$ cat src/rtl/coh_pkg.sv
package coh_pkg;

   typedef enum logic [1:0] {
      LS_INV = 2'd0,
      LS_SHR = 2'd1,
      LS_EXC = 2'd2,
      LS_MOD = 2'd3
   } lstate_t;

   typedef enum logic [1:0] {
      BC_NONE = 2'd0,
      BC_RD   = 2'd1,
      BC_RDX  = 2'd2,
      BC_WB   = 2'd3
   } bcmd_t;

   typedef enum logic {
      FS_IDLE = 1'b0,
      FS_BUS  = 1'b1
   } fsm_t;

endpackage

$ cat src/rtl/coh_line_array.sv
module coh_line_array
   import coh_pkg::*;
#(
   parameter int LINES  = 4,
   parameter int TAG_W  = 4,
   parameter int DATA_W = 16
) (
   input  logic                     clk,
   input  logic                     rst_n,
   input  logic [$clog2(LINES)-1:0] a_idx,
   output lstate_t                  a_st,
   output logic [TAG_W-1:0]         a_tag,
   output logic [DATA_W-1:0]        a_data,
   input  logic [$clog2(LINES)-1:0] b_idx,
   output lstate_t                  b_st,
   output logic [TAG_W-1:0]         b_tag,
   output logic [DATA_W-1:0]        b_data,
   input  logic                     st_we,
   input  logic [$clog2(LINES)-1:0] st_idx,
   input  lstate_t                  st_val,
   input  logic                     fl_we,
   input  logic [$clog2(LINES)-1:0] fl_idx,
   input  lstate_t                  fl_st,
   input  logic [TAG_W-1:0]         fl_tag,
   input  logic [DATA_W-1:0]        fl_data
);
   localparam int IDX_W = $clog2(LINES);

   lstate_t            st_q   [LINES];
   logic [TAG_W-1:0]   tag_q  [LINES];
   logic [DATA_W-1:0]  data_q [LINES];

   for (genvar g = 0; g < LINES; g++) begin : g_line
      lstate_t           st_r;
      logic [TAG_W-1:0]  tag_r;
      logic [DATA_W-1:0] data_r;

      always_ff @(posedge clk) begin
         if (!rst_n)
            st_r <= LS_INV;
         else if (fl_we && fl_idx == IDX_W'(g))
            st_r <= fl_st;
         else if (st_we && st_idx == IDX_W'(g))
            st_r <= st_val;
      end

      always_ff @(posedge clk) begin
         if (fl_we && fl_idx == IDX_W'(g)) begin
            tag_r  <= fl_tag;
            data_r <= fl_data;
         end
      end

      assign st_q[g]   = st_r;
      assign tag_q[g]  = tag_r;
      assign data_q[g] = data_r;
   end

   assign a_st   = st_q[a_idx];
   assign a_tag  = tag_q[a_idx];
   assign a_data = data_q[a_idx];
   assign b_st   = st_q[b_idx];
   assign b_tag  = tag_q[b_idx];
   assign b_data = data_q[b_idx];

endmodule

$ cat src/rtl/coh_snoop.sv
module coh_snoop
   import coh_pkg::*;
#(
   parameter int TAG_W  = 4,
   parameter int DATA_W = 16
) (
   input  logic              snp_valid,
   input  bcmd_t             snp_cmd,
   input  logic [TAG_W-1:0]  snp_tag,
   input  lstate_t           line_st,
   input  logic [TAG_W-1:0]  line_tag,
   input  logic [DATA_W-1:0] line_data,
   output logic              shared_o,
   output logic              flush_o,
   output logic [DATA_W-1:0] fdata_o,
   output logic              upd_o,
   output lstate_t           nxt_o
);
   logic held;
   logic acts;

   always_comb begin
      held     = snp_valid && (line_st != LS_INV) && (line_tag == snp_tag);
      acts     = held && (snp_cmd == BC_RD || snp_cmd == BC_RDX);
      shared_o = held && (snp_cmd == BC_RD);
      flush_o  = acts && (line_st == LS_MOD);
      fdata_o  = line_data;
      upd_o    = acts;
      nxt_o    = (snp_cmd == BC_RD) ? LS_SHR : LS_INV;
   end

endmodule

$ cat src/rtl/coh_line_ctrl.sv
module coh_line_ctrl
   import coh_pkg::*;
#(
   parameter int ADDR_W = 6,
   parameter int DATA_W = 16,
   parameter int LINES  = 4
) (
   input  logic              clk,
   input  logic              rst_n,
   input  logic              req_valid,
   output logic              req_ready,
   input  logic              req_write,
   input  logic [ADDR_W-1:0] req_addr,
   input  logic [DATA_W-1:0] req_wdata,
   output logic              rsp_valid,
   output logic [DATA_W-1:0] rsp_rdata,
   output logic              mst_valid,
   output logic [1:0]        mst_cmd,
   output logic [ADDR_W-1:0] mst_addr,
   output logic [DATA_W-1:0] mst_wdata,
   input  logic              mst_grant,
   input  logic [DATA_W-1:0] bus_rdata,
   input  logic              bus_shared_in,
   input  logic              snp_valid,
   input  logic [1:0]        snp_cmd,
   input  logic [ADDR_W-1:0] snp_addr,
   output logic              snp_shared,
   output logic              snp_flush,
   output logic [DATA_W-1:0] snp_fdata
);
   localparam int IDX_W = $clog2(LINES);
   localparam int TAG_W = ADDR_W - IDX_W;

   if (LINES < 2 || (1 << IDX_W) != LINES) begin : g_bad_lines
      $error("LINES must be a power of two of at least 2");
   end
   if (TAG_W < 1) begin : g_bad_addr
      $error("ADDR_W must exceed log2(LINES)");
   end
   if (DATA_W < 1) begin : g_bad_data
      $error("DATA_W must be positive");
   end

   fsm_t              fsm_q;
   logic              pw_q;
   logic [ADDR_W-1:0] pa_q;
   logic [DATA_W-1:0] pd_q;
   logic              rsp_v_q;
   logic [DATA_W-1:0] rsp_d_q;

   logic [ADDR_W-1:0] cur_addr;
   logic [IDX_W-1:0]  cur_idx;
   logic [TAG_W-1:0]  cur_tag;
   lstate_t           c_st;
   logic [TAG_W-1:0]  c_tag;
   logic [DATA_W-1:0] c_data;
   lstate_t           s_st;
   logic [TAG_W-1:0]  s_tag;
   logic [DATA_W-1:0] s_data;
   logic              s_upd;
   lstate_t           s_nxt;
   logic              c_match;
   logic              quick_hit;
   logic              accept;
   logic              xfer;
   bcmd_t             nc;
   logic              st_we;
   logic [IDX_W-1:0]  st_idx;
   lstate_t           st_val;
   logic              fl_we;
   lstate_t           fl_st;
   logic [DATA_W-1:0] fl_data;

   assign cur_addr  = (fsm_q == FS_IDLE) ? req_addr : pa_q;
   assign cur_idx   = cur_addr[IDX_W-1:0];
   assign cur_tag   = cur_addr[ADDR_W-1:IDX_W];
   assign c_match   = (c_st != LS_INV) && (c_tag == cur_tag);
   assign quick_hit = c_match && (!req_write || c_st == LS_EXC || c_st == LS_MOD);
   assign req_ready = (fsm_q == FS_IDLE) && !snp_valid;
   assign accept    = req_valid && req_ready;

   always_comb begin
      if (fsm_q != FS_BUS)     nc = BC_NONE;
      else if (c_match)        nc = BC_RDX;
      else if (c_st == LS_MOD) nc = BC_WB;
      else if (pw_q)           nc = BC_RDX;
      else                     nc = BC_RD;
   end

   assign mst_valid = (fsm_q == FS_BUS);
   assign mst_cmd   = nc;
   assign mst_addr  = (nc == BC_WB) ? {c_tag, cur_idx} : pa_q;
   assign mst_wdata = c_data;
   assign xfer      = mst_valid && mst_grant;

   always_comb begin
      fl_we   = (accept && req_write && quick_hit) || (xfer && nc != BC_WB);
      fl_st   = LS_MOD;
      fl_data = pd_q;
      if (accept) begin
         fl_data = req_wdata;
      end else if (nc == BC_RD) begin
         fl_data = bus_rdata;
         fl_st   = bus_shared_in ? LS_SHR : LS_EXC;
      end
      st_we  = s_upd || (xfer && nc == BC_WB);
      st_idx = s_upd ? snp_addr[IDX_W-1:0] : cur_idx;
      st_val = s_upd ? s_nxt : LS_INV;
   end

   coh_line_array #(.LINES(LINES), .TAG_W(TAG_W), .DATA_W(DATA_W)) u_array (
      .clk     (clk),
      .rst_n   (rst_n),
      .a_idx   (cur_idx),
      .a_st    (c_st),
      .a_tag   (c_tag),
      .a_data  (c_data),
      .b_idx   (snp_addr[IDX_W-1:0]),
      .b_st    (s_st),
      .b_tag   (s_tag),
      .b_data  (s_data),
      .st_we   (st_we),
      .st_idx  (st_idx),
      .st_val  (st_val),
      .fl_we   (fl_we),
      .fl_idx  (cur_idx),
      .fl_st   (fl_st),
      .fl_tag  (cur_tag),
      .fl_data (fl_data)
   );

   coh_snoop #(.TAG_W(TAG_W), .DATA_W(DATA_W)) u_snoop (
      .snp_valid (snp_valid),
      .snp_cmd   (bcmd_t'(snp_cmd)),
      .snp_tag   (snp_addr[ADDR_W-1:IDX_W]),
      .line_st   (s_st),
      .line_tag  (s_tag),
      .line_data (s_data),
      .shared_o  (snp_shared),
      .flush_o   (snp_flush),
      .fdata_o   (snp_fdata),
      .upd_o     (s_upd),
      .nxt_o     (s_nxt)
   );

   always_ff @(posedge clk) begin
      if (!rst_n) begin
         fsm_q   <= FS_IDLE;
         pw_q    <= 1'b0;
         pa_q    <= '0;
         pd_q    <= '0;
         rsp_v_q <= 1'b0;
         rsp_d_q <= '0;
      end else begin
         rsp_v_q <= 1'b0;
         if (fsm_q == FS_IDLE) begin
            if (accept) begin
               if (quick_hit) begin
                  rsp_v_q <= 1'b1;
                  rsp_d_q <= req_write ? req_wdata : c_data;
               end else begin
                  fsm_q <= FS_BUS;
                  pw_q  <= req_write;
                  pa_q  <= req_addr;
                  pd_q  <= req_wdata;
               end
            end
         end else if (xfer && nc != BC_WB) begin
            fsm_q   <= FS_IDLE;
            rsp_v_q <= 1'b1;
            rsp_d_q <= (nc == BC_RD) ? bus_rdata : pd_q;
         end
      end
   end

   assign rsp_valid = rsp_v_q;
   assign rsp_rdata = rsp_d_q;

   // no new request while a bus transaction is outstanding
   p_busy_blocks_r10: assert property (@(posedge clk) disable iff (!rst_n)
      (fsm_q == FS_BUS) |-> !req_ready);

   // a snoop cycle never accepts a processor request
   p_snoop_first_r11: assert property (@(posedge clk) disable iff (!rst_n)
      snp_valid |-> !req_ready);

   // a read hit answers next cycle without the bus
   p_read_hit_quiet_r3: assert property (@(posedge clk) disable iff (!rst_n)
      (accept && !req_write && c_match) |=> (rsp_valid && !mst_valid));

   // a write to an Exclusive line is silent
   p_exc_write_quiet_r5: assert property (@(posedge clk) disable iff (!rst_n)
      (accept && req_write && c_match && c_st == LS_EXC) |=> (rsp_valid && !mst_valid));

   // read-for-ownership completes the request
   p_rdx_completes_r4: assert property (@(posedge clk) disable iff (!rst_n)
      (xfer && mst_cmd == BC_RDX) |=> (rsp_valid && fsm_q == FS_IDLE));

   // a write-back is always followed by the fetch
   p_fill_after_wb_r9: assert property (@(posedge clk) disable iff (!rst_n)
      (xfer && mst_cmd == BC_WB) |=> (mst_valid && mst_cmd != BC_WB));

   // snooped write-backs draw no response
   p_wb_snoop_quiet_r8: assert property (@(posedge clk) disable iff (!rst_n)
      (snp_valid && snp_cmd == BC_WB) |-> !(snp_shared || snp_flush));

   // the flush answers only a live snoop
   p_flush_needs_snoop_r7: assert property (@(posedge clk) disable iff (!rst_n)
      snp_flush |-> snp_valid);

endmodule

$ cat config.mk
export PLATFORM = sky130hd
export DESIGN_NAME = coh_line_ctrl
export DESIGN_NICKNAME = d
export VERILOG_FILES = /design/src/rtl/coh_pkg.sv /design/src/rtl/coh_line_array.sv /design/src/rtl/coh_snoop.sv /design/src/rtl/coh_line_ctrl.sv
export SDC_FILE = /design/constraint.sdc
export NUM_CORES = 1
export LEC_CHECK = 0
export CAP_MARGIN = 40
export CORE_MARGIN = 5
export CORE_UTILIZATION = 61
export CTS_BUF_LIST = sky130_fd_sc_hd__clkbuf_4
export DETAILED_ROUTE_END_ITERATION = 8
export DONT_BUFFER_PORTS = 1
export PLACE_DENSITY = 0.88
export SLEW_MARGIN = 40
export SYNTH_ARGS = -nofsm -noshare
export SYNTH_HDL_FRONTEND = slang
export SYNTH_SLANG_ARGS = --single-unit
$ cat constraint.sdc
create_clock -name clk -period 9.3 [get_ports clk]
set_input_delay 0.93 -clock clk [delete_from_list [all_inputs] [get_ports clk]]
set_output_delay 0.93 -clock clk [all_outputs]
set_load 0.1 [all_outputs]
==> impl_metrics.ini <==
[clocking]
cts_htree_levels = 4
cts_tree = yes
cts_buffers = 17
clkLatencyLatePin_ns = 0.52
cts_buffer_depth = 2
path_clk_slew_ns = 0.11
cts_resized = 0
clock-sinks = 129
post-cts-setup-buffers = 0
root_buffer = clkbuf_4
ctsHoldBuffers = 0

[timing]
fmax_ghz = 0.188
fin_crit_sh_pct = 57.3
hold_slack_ns = 0.516
tns_ns = 0
worst_pin_slew_ns = 0.835
slew_headroom_pct = 44.0
hold_viol_final = 0
report.final.slew_viol_count = 0
rsz0062_at_grt = no
fin_crit_ns = 5.33
setup_viol = 0
finalClockSkew_ns = 0.0162
timing.final.ws_setup_ns = 3.97

[floorplanning]
rows = 38
fp.coreArea_sq_um = 10900
die_h_microns = 116
ios = 114
initial_utilization_pct = 62.5
die_area_sq_um = 13400
dieWidth_microns = 116

[power_and_ir_drop]
pwr_density_cell_nw_per_um2 = 171
p_leak_nw = 2.63
ir_drop_uv = 101

[grt]
grt_pass1_wl_microns = 25500
grt_max_degree = 37
antenna_found_initial = 1
grt_pass1_vias = 4720
overflow = 0
grt_use_total_pct = 25.4

[worst_setup_path]
path_class = flop to primary output
crit_required_ns = 8.37
critPathLaunchType = flop
crit_start = mst_valid
cp.arrival_ns = 4.40
cp-end-kind = primary output
reg2reg_slack_ns = 4.91
crit_fanout = 28
r2r-end = u_array.g_line[0].data_r[14]
crit_path_end = mst_cmd[1]
worstReg2RegStart = mst_valid
rr_worst_depth = 10

[layout]
area_delta_synth_final_pct = 6.56
n_fill_cell = 761
final_nets = 564
layoutNonFillerInstCount = 664
drive_gt1_share_pct = 24.7

[yosys]
syn_area_sq_um = 6810
ys.flop_type = edfxtp_1
synthesis.nets = 571
synth-seq-cells = 129
synth_edf_count = 80
yosysTopAreaCellShare_pct = 35.3
synth-warning-count = 0
synthTopCellsByArea = edfxtp_1, dfxtp_1, mux4_2
yosysSeqAreaShare_pct = 49.7
synthCells = 517
yosys.area.top_type = edfxtp_1
synth_area_per_cell_sq_um = 13.2
synthArstFlopShare_pct = 0
synth.distinct_cells = 55

[place]
dp.cells = 631
dp_slack_ns = 4.46
dp_hpwl_microns = 11200
gpl.final_weighted_congestion = 0.890
port_buffers = 0

[worst_hold_path]
holdPathStages = 2
hp-class = flop to flop
hp-start = u_array.g_line[0].st_r[0]

[detailed_routing]
postRouteAntennaNets = 0
vias_per_cell = 6.85
wl_per_cell_microns = 25.0
routed-via-count = 4550
drcViolationCount = 0
first_iter_violations = 390
finalWirelength_microns = 16600
firstDrtPassIters = 5

[status]
status = finished clean

[job]
cap_viol_max_count = 0
-- flip-flops by register name, summed over array words and instances, names as in the netlist, 6 cells and up --
register and count:
pa_q 6, pd_q 16, rsp_rdata 16, u_array.g_line.data_r 64, u_array.g_line.st_r 8, u_array.g_line.tag_r 16
-- per-layer routing --
metal	GRT usage (%)	wire, microns	vias to the layer above
met5	0	0	-
met4	9.20	396	0
met3	9.14	1810	37
met2	43.6	8410	249
met1	29.4	5950	2275
li1	-	-	1989
-- metrics by stage --
| step | power, W | utilization [%] | cell area, sq um |
|---|---|---|---|
| finish | 0.00124 | 66.6 | 7260 |
| global route | 0.00128 | 66.6 | 7260 |
| CTS | 0.00125 | 66.6 | 7250 |
| detailed placement | 0.000887 | 64.1 | 6980 |
| global placement | 0.000878 | 63.3 | 6900 |
| floorplan | 0.000863 | - | 6810 |
-- final cells by class --
| type | instances | area, sq um | area share (%) |
|---|---|---|---|
| Multi-Input combinational cell | 339 | 3240 | 44.7 |
| Inverter | 10 | 37.5 | 0.517 |
| Timing Repair Buffer | 13 | 118 | 1.62 |
| Clock buffer | 17 | 128 | 1.76 |
| Tap cell | 140 | 175 | 2.41 |
| Clock inverter | 15 | 143 | 1.97 |
| Sequential cell | 129 | 3410 | 47.0 |
| Antenna cell | 1 | 2.50 | 0.0345 |
-- layout by cell type (no fill, tap or decap), types with 4 or more instances in the layout --
| cell type | count |
|---|---|
| inv_1 | 8 |
| a32o_1 | 16 |
| nor2b_1 | 27 |
| clkbuf_4 | 17 |
| mux2i_1 | 79 |
| nand2_1 | 32 |
| nand2b_1 | 17 |
| mux4_2 | 38 |
| a21oi_1 | 5 |
| mux2_2 | 6 |
| nor3_1 | 4 |
| dfxtp_2 | 18 |
| buf_4 | 12 |
| clkinvlp_4 | 4 |
| edfxtp_1 | 80 |
| o21ai_0 | 19 |
| clkinv_1 | 4 |
| a2bb2oi_1 | 18 |
| nor2_1 | 13 |
| dfxtp_1 | 30 |
-- synthesized netlist by cell type, drive strengths merged, types with 16 or more instances --
cell type	instances
o21ai	24
edfxtp	80
nor2b	27
dfxtp	49
nand2b	17
a32o	16
buf	20
nand2	32
clkbuf	19
a2bb2oi	18
mux2i	82
mux4	38
nor2	18
-- how the worst min path moves through the flow --
stage | end
finish | u_array.g_line[0].st_r[0]
global route | pd_q[3]
CTS | pd_q[2]
detailed placement | u_array.g_line[1].st_r[0]
global placement | u_array.g_line[1].st_r[0]
floorplan | u_array.g_line[0].st_r[0]
-- where the power goes --
| group | total, W | switching [W] | internal [W] |
|---|---|---|---|
| clock | 0.000365 | 0.000208 | 0.000157 |
| sequential | 0.000640 | 0.0000185 | 0.000622 |
| combinational | 0.000234 | 0.000168 | 0.0000664 |
-- logic make-up (layout without fill, tap and decap cells) --
kind of cell | Yosys count | count (layout) | synth area share [%]
adders and majority gates | 1 | 1 | 0.184
other | 0 | 1 | 0
and+or+nand+nor | 120 | 120 | 9.61
xor gates and xnor gates | 8 | 8 | 1.25
AOI/OAI and AO/OA | 84 | 84 | 9.68
buffers and inverters | 49 | 55 | 3.73
muxes | 126 | 126 | 25.9
DFF | 129 | 129 | 49.7
-- worst max-delay path, stage by stage (launching register included) --
cell and delay (ns):
dfxtp_4 0.71, mux2i_4 0.31, buf_4 0.47, mux4_2 0.61, xnor2_2 0.18, nand3_2 0.19
nor3_4 0.41, o21ai_2 0.10, buf_4 0.24, inv_1 0.64
No activity file was read; power rests on OpenSTA's default activity.
